===== src/rtl/smac_pkg.sv =====
package smac_pkg;
   typedef enum logic [1:0] {
      ACC_HOLD  = 2'd0,
      ACC_CLEAR = 2'd1,
      ACC_LOAD  = 2'd2,
      ACC_ADD   = 2'd3
   } acc_op_e;
endpackage


===== src/rtl/smac_product.sv =====
module smac_product #(
   parameter int OP_W       = 16,
   parameter int PROD_STYLE = 0,
   parameter int PW         = 2 * OP_W
) (
   input  logic [OP_W-1:0] a_i,
   input  logic [OP_W-1:0] b_i,
   output logic [PW-1:0]   prod_o
);
   generate
      if (PW != 2 * OP_W) begin : g_bad_pw
         $error("smac_product: PW must be twice OP_W");
      end
      if (PROD_STYLE == 0) begin : g_direct
         logic signed [PW-1:0] full_w;
         assign full_w = PW'($signed(a_i)) * PW'($signed(b_i));
         assign prod_o = full_w;
      end else begin : g_shift_add
         // sign-extend both to PW bits; product modulo 2^PW is the signed product
         logic [PW-1:0] a_ext;
         logic [PW-1:0] b_ext;
         logic [PW-1:0] part [PW+1];
         assign a_ext = {{(PW-OP_W){a_i[OP_W-1]}}, a_i};
         assign b_ext = {{(PW-OP_W){b_i[OP_W-1]}}, b_i};
         assign part[0] = '0;
         for (genvar i = 0; i < PW; i++) begin : g_row
            assign part[i+1] = part[i] + (a_ext[i] ? (b_ext << i) : '0);
         end
         assign prod_o = part[PW];
      end
   endgenerate
endmodule


===== src/rtl/smac_ctrl.sv =====
module smac_ctrl
   import smac_pkg::*;
#(
   parameter int OP_W = 16
) (
   input  logic            clk,
   input  logic            rst_n,
   input  logic            a_wr_i,
   input  logic [OP_W-1:0] a_data_i,
   input  logic            b_wr_i,
   input  logic            clr_i,
   input  logic            load_i,
   output logic [OP_W-1:0] a_eff_o,
   output acc_op_e         op_o,
   output logic            valid_o
);
   logic [OP_W-1:0] a_q;
   logic            valid_q;

   assign a_eff_o = a_wr_i ? a_data_i : a_q;

   always_comb begin
      if (clr_i)       op_o = ACC_CLEAR;
      else if (load_i) op_o = ACC_LOAD;
      else if (b_wr_i) op_o = ACC_ADD;
      else             op_o = ACC_HOLD;
   end

   always_ff @(posedge clk or negedge rst_n) begin
      if (!rst_n) begin
         a_q     <= '0;
         valid_q <= 1'b0;
      end else begin
         if (a_wr_i) a_q <= a_data_i;
         valid_q <= (op_o == ACC_ADD);
      end
   end

   assign valid_o = valid_q;


   valid_src_chk: assert property (@(posedge clk) disable iff (!rst_n)
      valid_q |-> $past(b_wr_i && !clr_i && !load_i));


   a_keep_chk: assert property (@(posedge clk) disable iff (!rst_n)
      !a_wr_i |=> a_q == $past(a_q));
endmodule


===== src/rtl/smac_accum.sv =====
module smac_accum
   import smac_pkg::*;
#(
   parameter int ACC_W = 32,
   parameter int PW    = 32,
   parameter int EXT_W = ACC_W / 2
) (
   input  logic             clk,
   input  logic             rst_n,
   input  acc_op_e          op_i,
   input  logic [PW-1:0]    prod_i,
   input  logic [ACC_W-1:0] load_i,
   output logic [ACC_W-1:0] acc_o,
   output logic [EXT_W-1:0] ext_o,
   output logic             carry_o
);
   localparam int SX_W = ACC_W + 1 - PW;

   logic [ACC_W-1:0] acc_q;
   logic [EXT_W-1:0] ext_q;
   logic             carry_q;
   logic [ACC_W:0]   sum_w;

   assign sum_w = {acc_q[ACC_W-1], acc_q} + {{SX_W{prod_i[PW-1]}}, prod_i};

   always_ff @(posedge clk or negedge rst_n) begin
      if (!rst_n) begin
         acc_q   <= '0;
         ext_q   <= '0;
         carry_q <= 1'b0;
      end else begin
         case (op_i)
            ACC_CLEAR: begin
               acc_q   <= '0;
               ext_q   <= '0;
               carry_q <= 1'b0;
            end
            ACC_LOAD: begin
               acc_q   <= load_i;
               ext_q   <= {EXT_W{load_i[ACC_W-1]}};
               carry_q <= 1'b0;
            end
            ACC_ADD: begin
               acc_q   <= sum_w[ACC_W-1:0];
               ext_q   <= {EXT_W{sum_w[ACC_W-1]}};
               carry_q <= sum_w[ACC_W];
            end
            default: ;
         endcase
      end
   end

   assign acc_o   = acc_q;
   assign ext_o   = ext_q;
   assign carry_o = carry_q;


   ext_sign_chk: assert property (@(posedge clk) disable iff (!rst_n)
      ext_q == {EXT_W{acc_q[ACC_W-1]}});


   clr_zero_chk: assert property (@(posedge clk) disable iff (!rst_n)
      op_i == ACC_CLEAR |=> acc_q == '0 && ext_q == '0 && !carry_q);


   load_val_chk: assert property (@(posedge clk) disable iff (!rst_n)
      op_i == ACC_LOAD |=> acc_q == $past(load_i) && !carry_q);


   mixed_sign_chk: assert property (@(posedge clk) disable iff (!rst_n)
      (op_i == ACC_ADD && acc_q[ACC_W-1] != prod_i[PW-1]) |=> carry_q == ext_q[0]);
endmodule


===== src/rtl/smac_unit.sv =====
module smac_unit
   import smac_pkg::*;
#(
   parameter int OP_W       = 16,
   parameter int ACC_W      = 32,
   parameter int PROD_STYLE = 0,
   parameter int HALF_W     = ACC_W / 2
) (
   input  logic              clk,
   input  logic              rst_n,
   input  logic              a_wr,
   input  logic [OP_W-1:0]   a_data,
   input  logic              b_wr,
   input  logic [OP_W-1:0]   b_data,
   input  logic              acc_clr,
   input  logic              acc_load,
   input  logic [ACC_W-1:0]  load_data,
   output logic [HALF_W-1:0] res_lo,
   output logic [HALF_W-1:0] res_hi,
   output logic [HALF_W-1:0] sum_ext,
   output logic              carry,
   output logic              res_valid
);
   localparam int PW = 2 * OP_W;

   generate
      if (OP_W < 2) begin : g_bad_op
         $error("smac_unit: OP_W must be at least 2");
      end
      if (ACC_W < PW) begin : g_bad_acc
         $error("smac_unit: ACC_W must hold a full product");
      end
      if (ACC_W % 2 != 0) begin : g_bad_half
         $error("smac_unit: ACC_W must be even");
      end
      if (PROD_STYLE < 0 || PROD_STYLE > 1) begin : g_bad_style
         $error("smac_unit: PROD_STYLE must be 0 or 1");
      end
   endgenerate

   logic [OP_W-1:0]  a_eff;
   acc_op_e          op;
   logic [PW-1:0]    prod;
   logic [ACC_W-1:0] acc;

   smac_ctrl #(.OP_W(OP_W)) u_ctrl (
      .clk      (clk),
      .rst_n    (rst_n),
      .a_wr_i   (a_wr),
      .a_data_i (a_data),
      .b_wr_i   (b_wr),
      .clr_i    (acc_clr),
      .load_i   (acc_load),
      .a_eff_o  (a_eff),
      .op_o     (op),
      .valid_o  (res_valid)
   );

   smac_product #(.OP_W(OP_W), .PROD_STYLE(PROD_STYLE), .PW(PW)) u_prod (
      .a_i    (a_eff),
      .b_i    (b_data),
      .prod_o (prod)
   );

   smac_accum #(.ACC_W(ACC_W), .PW(PW), .EXT_W(HALF_W)) u_acc (
      .clk     (clk),
      .rst_n   (rst_n),
      .op_i    (op),
      .prod_i  (prod),
      .load_i  (load_data),
      .acc_o   (acc),
      .ext_o   (sum_ext),
      .carry_o (carry)
   );

   assign res_lo = acc[HALF_W-1:0];
   assign res_hi = acc[ACC_W-1:HALF_W];
endmodule


===== config.mk =====
export PLATFORM = sky130hd
export DESIGN_NAME = smac_unit
export DESIGN_NICKNAME = d
export VERILOG_FILES = /design/src/rtl/smac_pkg.sv /design/src/rtl/smac_product.sv /design/src/rtl/smac_ctrl.sv /design/src/rtl/smac_accum.sv /design/src/rtl/smac_unit.sv
export SDC_FILE = /design/constraint.sdc
export NUM_CORES = 1
export LEC_CHECK = 0
export BUFFER_PORTS_ARGS = -buffer_cell sky130_fd_sc_hd__buf_2
export CAP_MARGIN = 30
export CORE_AREA = 2 2 188 190
export CTS_CLUSTER_DIAMETER = 60
export DETAILED_ROUTE_END_ITERATION = 7
export DIE_AREA = 0 0 190 192
export SKIP_CTS_REPAIR_TIMING = 1
export SLEW_MARGIN = 5
export SYNTH_ARGS = -nofsm -noshare
export SYNTH_HDL_FRONTEND = slang
export SYNTH_SLANG_ARGS = --single-unit

===== constraint.sdc =====
create_clock -name clk -period 7.4 [get_ports clk]
set_input_delay 0.74 -clock clk [delete_from_list [all_inputs] [get_ports clk]]
set_output_delay 0.74 -clock clk [all_outputs]
set_load 0.1 [all_outputs]

==> results of run 1 <==
## worst max path at each step
| stage | startpoint | end | slack, ps |
|---|---|---|---|
| 6_report | a_wr | u_acc.ext_o[14] | 350 |
| 5_1_grt | a_wr | u_acc.ext_o[14] | 80 |
| 4_1_cts | a_wr | u_acc.ext_o[14] | 390 |
| 3_5_place_dp | a_wr | u_acc.ext_o[14] | 40 |
| 3_3_place_gp | a_wr | u_acc.acc_o[30] | 190 |
| 2_1_floorplan | a_wr | u_acc.carry_o | 70 |
## through the flow
step	std cells	utilization [%]	setup WS (ps)	hold slack, ps	instance area [sq um]
floorplan	1455	-	65.1	444	13600
global placement	1976	42.5	192	599	14600
detailed placement	1976	42.5	43.4	603	14600
CTS	1984	43.0	390	589	14700
global route	1984	43.0	76.9	635	14700
finish	1985	43.0	351	563	14700
## cells in the mapped netlist, drive strengths merged (2+ instances only)
cell type / count / area (sq um)
a221oi: 4 / 58.8
nor2b: 3 / 18.8
dfrtp: 50 / 1250
xor2: 6 / 52.6
inv: 354 / 1330
nand2: 145 / 544
mux2i: 11 / 110
buf: 24 / 188
o21a: 8 / 60.1
clkbuf: 46 / 183
or2: 4 / 25.0
nand2b: 2 / 12.5
a211o: 6 / 52.6
and2: 122 / 763
a2111oi: 2 / 30.0
a22oi: 4 / 30.0
o211a: 3 / 30.0
xnor2: 24 / 210
a21oi: 53 / 284
nand3: 6 / 35.0
o2111ai: 2 / 17.5
nor2: 71 / 267
mux2: 16 / 180
a211oi: 16 / 125
or3: 2 / 12.5
o211ai: 2 / 15.0
a31oi: 3 / 33.8
a21o: 12 / 97.6
ha: 101 / 1260
fa: 299 / 5990
nor3: 8 / 45.0
a311oi: 2 / 17.5
o22ai: 2 / 18.8
o21ai: 22 / 118
and3: 2 / 12.5
## flip-flops by register name (all words and copies together), names as in the netlist
name,flops
u_acc.acc_o,31
u_ctrl.a_q,16
u_acc.carry_o,1
u_acc.ext_o,1
u_ctrl.valid_o,1
## cells by family after synthesis
logic type      share of synthesized area [%]
buf+inv                                  12.5
fa+ha+maj                                53.1
xor+xnor                                 1.93
simple gates                             13.0
flops                                    9.17
mux                                      2.13
compound gates                           8.14
## layout make-up
type	count	area, sq um	area share [%]
diodes	1	2.50	0.0170
clock buffers	5	125	0.849
clock inverters	3	43.8	0.297
inverters	355	1330	9.04
multi-input cells	980	10700	72.5
flip-flops and latches	50	1250	8.49
well taps	455	569	3.86
repair buffers	136	723	4.91
## critical path, delay by kind of cell
kind            cells  cell delay (ps)
simple gates        1              220
fa+ha+maj           7             3370
xor+xnor            1              110
mux                 1              460
compound gates      7             1660
buf+inv             6              690
## layer usage
layer / track usage, % / vias up
li1: - / 4494
met1: 28.8 / 5060
met2: 34.6 / 217
met3: 2.65 / 23
met4: 2.59 / 0
met5: 0 / -
==> impl_metrics.env, run 1 <==
export IMPL_syn_area_per_cell_sq_um=9.38
export IMPL_cp_arrival_ps=7260
export IMPL_r2r_start="u_ctrl.a_q[15]"
export IMPL_clk_pin_slew_worst_paths_ps=80
export IMPL_die_x_um=190
export IMPL_finClkSkew_ps=4.06
export IMPL_max_stage_delay_ps=530
export IMPL_dp_hpwl_um=29700
export IMPL_tightestPinTransition_ps=858
export IMPL_h_tree_depth=2
export IMPL_period_minus_slack_ps=7050
export IMPL_cpMostUsedCell="fa_1"
export IMPL_met3_length_um=1650
export IMPL_clockBufferDepth=2
export IMPL_cp_max_fo=13
export IMPL_yosysWarnings=0
export IMPL_hold_violations=0
export IMPL_start_util_pct=39.8
export IMPL_hold_path_class="primary input to asynchronous set/reset pin"
export IMPL_grt_overflow_total=0
export IMPL_synth_seq_cells=50
export IMPL_critical_path_class="primary input to flop"
export IMPL_clockRootBuffer="clkbuf_16"
export IMPL_layout_common_cells="inv_1, fa_1, nand2_1, and2_1, buf_2"
export IMPL_grt_max_degree=51
export IMPL_setup_viol=0
export IMPL_cp_start_kind="primary input"
export IMPL_r2r_slack_ps=940
export IMPL_crit_path_end_kind="flop"
export IMPL_grt_first_pass_wirelength_um=57800
export IMPL_maxSlewHeadroom_pct=42.8
export IMPL_syn2layout_area_growth_pct=8.02
export IMPL_cts_buffers=5
export IMPL_synth_seq_area_share_pct=9.17
export IMPL_ys_types=67
export IMPL_cts_tree="done"
export IMPL_antenna_found_initial=1
export IMPL_cp_data_required_time_ps=7610
export IMPL_synth_nets=1925
export IMPL_fmax_mhz=142
export IMPL_drc_errors=0
export IMPL_fp_coreArea_sq_mm=0.0343
export IMPL_wire_per_inst_um=17.6
export IMPL_nFillCells=3405
export IMPL_report_final_slew_viol_count=0
export IMPL_synthesis_area_sq_mm=0.0136
export IMPL_ios=120
export IMPL_layout_nets=1998
export IMPL_die_area_sq_mm=0.0365
export IMPL_synth_ff_type="dfrtp_1"
export IMPL_reg2regPathDepth=23
export IMPL_wl_met1_um=15800
export IMPL_wl_met2_um=17100
export IMPL_path_cells="buf_2, buf_4, mux2_2, and2_1, fa_1, inv_1, fa_1, fa_1, inv_1, fa_1, fa_1, inv_1, fa_1, inv_1, ha_1, a21oi_1, o21ai_1, a311o_1, a31oi_4, a21oi_2, a211oi_1, xor2_1, a311oi_1"
export IMPL_grt_setup_unrepaired="false"
export IMPL_viasPerCell=4.93
export IMPL_syn_inst=1455
export IMPL_critical_path_slowest_cell="fa_1"
export IMPL_die_h_um=192
export IMPL_drive_gt1_share_pct=12.1
export IMPL_clk_latency_ps=310
export IMPL_final_common_cell="inv_1"
export IMPL_synth_edf_count=0
export IMPL_cap_viol_max_count=0
export IMPL_synthArstFlopShare_pct=100
export IMPL_fin_crit_sh_pct=95.3
export IMPL_wl_um=34900
export IMPL_portBuffers=119
export IMPL_place_gp_congestion=0.876
export IMPL_vias=9794
export IMPL_drtIter0Drc=503
export IMPL_top_layer_used="met4"
export IMPL_fp_row_count=68
export IMPL_cts_sinks=50
export IMPL_r2r_end="u_acc.ext_o[14]"
export IMPL_grt_use_total_pct=20.4
export IMPL_ant_nets=0
export IMPL_tns_ps=0
export IMPL_status="completed"
export IMPL_first_pass_iters=4
export IMPL_grt_pass1_vias=10600
Power of run 1 is not shown: default switching activity piles up to over one toggle a cycle in this logic, so the estimate is an artifact.
==> run 2: changes to the inputs <==
CORE_AREA = 2 2 178 180   (was 2 2 188 190)
DIE_AREA = 0 0 180 182   (was 0 0 190 192)
==> impl_metrics.env, run 2 (synthesized netlist as in run 1, its figures left out) <==
export IMPL_cap_viol_max_count=0
export IMPL_cts_tree="done"
export IMPL_layout_common_cells="inv_1, fa_1, nand2_1, and2_1, buf_2"
export IMPL_hold_path_class="primary input to asynchronous set/reset pin"
export IMPL_antenna_cells=0
export IMPL_antenna_found_initial=0
export IMPL_cts_sinks=50
export IMPL_cts_buffers=5
export IMPL_clk_pin_slew_worst_paths_ps=80
export IMPL_die_x_um=180
export IMPL_layout_nets=1999
export IMPL_clk_latency_ps=310
export IMPL_drtIter0Drc=476
export IMPL_grt_first_pass_wirelength_um=57600
export IMPL_clockBufferDepth=2
export IMPL_maxSlewHeadroom_pct=40.4
export IMPL_critical_path_class="primary input to flop"
export IMPL_fmax_mhz=144
export IMPL_drc_errors=0
export IMPL_dp_hpwl_um=29300
export IMPL_cp_start_kind="primary input"
export IMPL_dp_cells=1924
export IMPL_tns_ps=0
export IMPL_whs_ps=581
export IMPL_die_area_sq_mm=0.0328
export IMPL_cp_arrival_ps=7180
export IMPL_wire_per_inst_um=17.9
export IMPL_clockRootBuffer="clkbuf_16"
export IMPL_viasPerCell=5.11
export IMPL_ant_nets=0
export IMPL_h_tree_depth=2
export IMPL_vias=9865
export IMPL_drive_gt1_share_pct=12.2
export IMPL_final_common_cell="inv_1"
export IMPL_fp_row_count=65
export IMPL_report_final_slew_viol_count=0
export IMPL_grt_use_total_pct=22.4
export IMPL_setup_viol=0
export IMPL_die_h_um=182
export IMPL_first_pass_iters=5
export IMPL_grt_max_degree=51
export IMPL_max_stage_delay_ps=550
export IMPL_largest_register_ffs=31
export IMPL_stdcell_count=1932
export IMPL_start_util_pct=44.0
export IMPL_crit_path_end_kind="flop"
export IMPL_nFillCells=3041
export IMPL_status="completed"
export IMPL_hold_violations=0
export IMPL_place_gp_congestion=0.889
export IMPL_crit_cells=23
export IMPL_finClkSkew_ps=7.98
export IMPL_tightestPinTransition_ps=891
export IMPL_grt_overflow_total=0
export IMPL_wl_um=34600
export IMPL_fp_coreArea_sq_mm=0.0310
export IMPL_critical_path_slowest_cell="fa_1"
export IMPL_cp_data_required_time_ps=7620
export IMPL_period_minus_slack_ps=6960
export IMPL_fin_crit_sh_pct=94.1
export IMPL_reg2regPathDepth=21
export IMPL_cp_max_fo=17
export IMPL_cpLargestDelayFamily="adder cells"
export IMPL_cpMostUsedCell="fa_1"
export IMPL_setup_ws_ps=438
export IMPL_ios=120
export IMPL_grt_pass1_vias=10800
export IMPL_grt_setup_unrepaired="false"
export IMPL_portBuffers=119
export IMPL_worst_path_buf_inv=6
export IMPL_path_cells="buf_2, buf_4, mux2_2, and2_1, fa_1, inv_1, fa_1, fa_1, inv_1, fa_1, fa_1, inv_1, fa_1, inv_1, ha_1, a21oi_1, o21ai_1, a311o_1, a31oi_4, a21oi_2, a211oi_1, xor2_1, a311oi_1"
export IMPL_syn2layout_area_growth_pct=7.42
export IMPL_dpl_worst_slack_ps=82.5
run 2: cell type report:
class | count | area [sq um] | share of cell area, %
sequential | 50 | 1250 | 8.54
clock inverter | 3 | 23.8 | 0.162
timing repair buffer | 137 | 731 | 4.99
multi-input combinational | 980 | 10700 | 72.9
tap | 402 | 503 | 3.43
inverter | 355 | 1330 | 9.09
clock buffer | 5 | 125 | 0.854
run 2: stage by stage:
step | util (%) | area [sq um]
floorplan | - | 13600
global placement | 46.8 | 14500
detailed placement | 46.8 | 14500
CTS | 47.3 | 14700
global route | 47.3 | 14700
finish | 47.3 | 14700
run 2: worst reg2reg max path, cell delays in order (launching register included):
cell and delay [ps]:
dfrtp_1 360, mux2_2 430, and2_1 270, fa_1 540
inv_1 50, fa_1 460, fa_1 520, inv_1 60
fa_1 450, fa_1 530, inv_1 50, fa_1 500
inv_1 50, ha_1 360, a21oi_1 230, o21ai_1 110
a311o_1 390, a31oi_4 230, a21oi_2 120, a211oi_1 290
xor2_1 110, a311oi_1 260
run 2: final timing paths:
check | slack, ps | end | start
worst max-delay path | 440 | u_acc.ext_o[14] | a_wr
worst min register to register | 610 | u_acc.carry_o | u_acc.carry_o
min in group clk | 610 | u_acc.carry_o | u_acc.carry_o
max in group asynchronous | 6320 | u_acc.acc_o[27] | rst_n
worst min-delay path | 580 | u_ctrl.a_q[2] | rst_n
worst max register to register | 950 | u_acc.ext_o[14] | u_ctrl.a_q[11]
run 2: layer usage:
layer	vias to the layer above	routed length (um)	part of all wire, %	global-route usage [%]
li1	4506	-	-	-
met1	5094	14900	43	30.8
met2	242	17600	51	39.2
met3	23	1690	4.9	2.47
met4	0	335	0.97	3.15
met5	-	0	0	0
Power of run 2 is left out for the same reason.
==> run 3: changes to the inputs <==
CORE_AREA = 2 2 151 153   (was 2 2 178 180)
DIE_AREA = 0 0 153 155   (was 0 0 180 182)
PLACE_DENSITY = 0.82   (was unset)
==> impl_metrics.env, run 3 (synthesized netlist as in run 1, its figures left out) <==
export IMPL_status="completed"
export IMPL_clockBufferDepth=2
export IMPL_final_common_cell="inv_1"
export IMPL_fp_coreArea_sq_mm=0.0222
export IMPL_portBuffers=119
export IMPL_drive_gt1_share_pct=12.2
export IMPL_maxSlewHeadroom_pct=39.8
export IMPL_largest_register_ffs=31
export IMPL_clk_pin_slew_worst_paths_ps=80
export IMPL_ant_nets=0
export IMPL_h_tree_depth=2
export IMPL_cpLargestDelayFamily="adder cells"
export IMPL_fin_crit_sh_pct=94.2
export IMPL_dp_hpwl_um=28200
export IMPL_clockRootBuffer="clkbuf_16"
export IMPL_grt_setup_unrepaired="false"
export IMPL_place_gp_congestion=0.916
export IMPL_drc_errors=0
export IMPL_cp_data_required_time_ps=7600
export IMPL_report_final_slew_viol_count=0
export IMPL_wl_um=34000
export IMPL_worst_path_buf_inv=6
export IMPL_path_cells="buf_2, buf_4, mux2_2, and2_1, fa_1, inv_1, fa_1, inv_1, fa_1, fa_1, fa_1, inv_1, fa_1, inv_1, ha_1, a21oi_1, o21ai_1, a311o_1, a31oi_4, a21oi_2, a211oi_1, xor2_1, a311oi_1"
export IMPL_viasPerCell=5.57
export IMPL_max_stage_delay_ps=550
export IMPL_setup_viol=0
export IMPL_postLayoutCellArea_sq_mm=0.0145
export IMPL_fp_row_count=55
export IMPL_die_h_um=155
export IMPL_cp_max_fo=17
export IMPL_cts_buffers=5
export IMPL_ios=120
export IMPL_hold_violations=0
export IMPL_place_area_sq_mm=0.0143
export IMPL_layout_common_cells="inv_1, fa_1, nand2_1, and2_1, buf_2"
export IMPL_layout_nets=1996
export IMPL_grt_max_degree=51
export IMPL_clk_latency_ps=300
export IMPL_cp_start_kind="primary input"
export IMPL_antenna_found_initial=0
export IMPL_critical_path_class="primary input to flop"
export IMPL_antenna_cells=0
export IMPL_cpMostUsedCell="fa_1"
export IMPL_grt_use_total_pct=30.3
export IMPL_syn2layout_area_growth_pct=6.59
export IMPL_cp_arrival_ps=7170
export IMPL_vias=10100
export IMPL_cts_tree="done"
export IMPL_cts_sinks=50
export IMPL_first_pass_iters=5
export IMPL_grt_pass1_vias=10900
export IMPL_die_area_sq_mm=0.0237
export IMPL_crit_path_end_kind="flop"
export IMPL_period_minus_slack_ps=6970
export IMPL_critical_path_slowest_cell="fa_1"
export IMPL_drtIter0Drc=610
export IMPL_cap_viol_max_count=0
export IMPL_fmax_mhz=143
export IMPL_hold_path_class="primary input to asynchronous set/reset pin"
export IMPL_grt_overflow_total=0
export IMPL_die_x_um=153
export IMPL_wire_per_inst_um=18.7
export IMPL_finClkSkew_ps=8.20
export IMPL_tightestPinTransition_ps=904
export IMPL_grt_first_pass_wirelength_um=57000
export IMPL_start_util_pct=61.4
[run 3: path summary, 6_finish.rpt]
path	cells past startpoint	slack (ps)	startpoint	to
min	2	570	rst_n	u_acc.acc_o[1]
min reg2reg	2	640	u_acc.acc_o[25]	u_acc.acc_o[25]
max	23	430	a_wr	u_acc.ext_o[14]
max in group asynchronous	2	6340	rst_n	u_ctrl.a_q[4]
max reg2reg	21	900	u_ctrl.a_q[12]	u_acc.ext_o[14]
min in group clk	2	640	u_acc.acc_o[25]	u_acc.acc_o[25]
[run 3: worst reg2reg max path: cells and delay by family, from the launching register on]
kind                     cells  cell delay, ps
multiplexers                 1             410
buffers and inverters        4             220
flip-flops                   1             370
adder cells (fa/ha/maj)      7            3410
AO/OA/AOI/OAI                7            1650
AND/OR/NAND/NOR              1             240
XOR/XNOR                     1             110
[run 3: per-stage QoR]
step	setup slack (ps)	util [%]	hold WS [ps]	instances	setup TNS, ps
finish	431	65.4	569	1812	0
global route	58.5	65.4	614	1812	0
CTS	283	65.4	594	1812	0
detailed placement	-19.1	64.5	618	1804	-19.1
global placement	185	64.5	616	1804	0
floorplan	65.1	-	444	1455	0
[run 3: layout make-up]
class / instances / area (sq um)
Sequential cell: 50 / 1250
Multi-Input combinational cell: 980 / 10700
Fill cell: 1758 / 7680
Timing Repair Buffer: 134 / 708
Clock buffer: 6 / 139
Clock inverter: 2 / 60.1
Tap cell: 285 / 357
Inverter: 355 / 1340
[run 3: layer usage]
metal  global-route usage (%)  part of all wire (%)
met3                     5.01                   8.7
met1                     43.7                    41
met2                     49.4                    48
met4                     6.17                   2.2
met5                        0                     0
Power of run 3 is left out for the same reason.
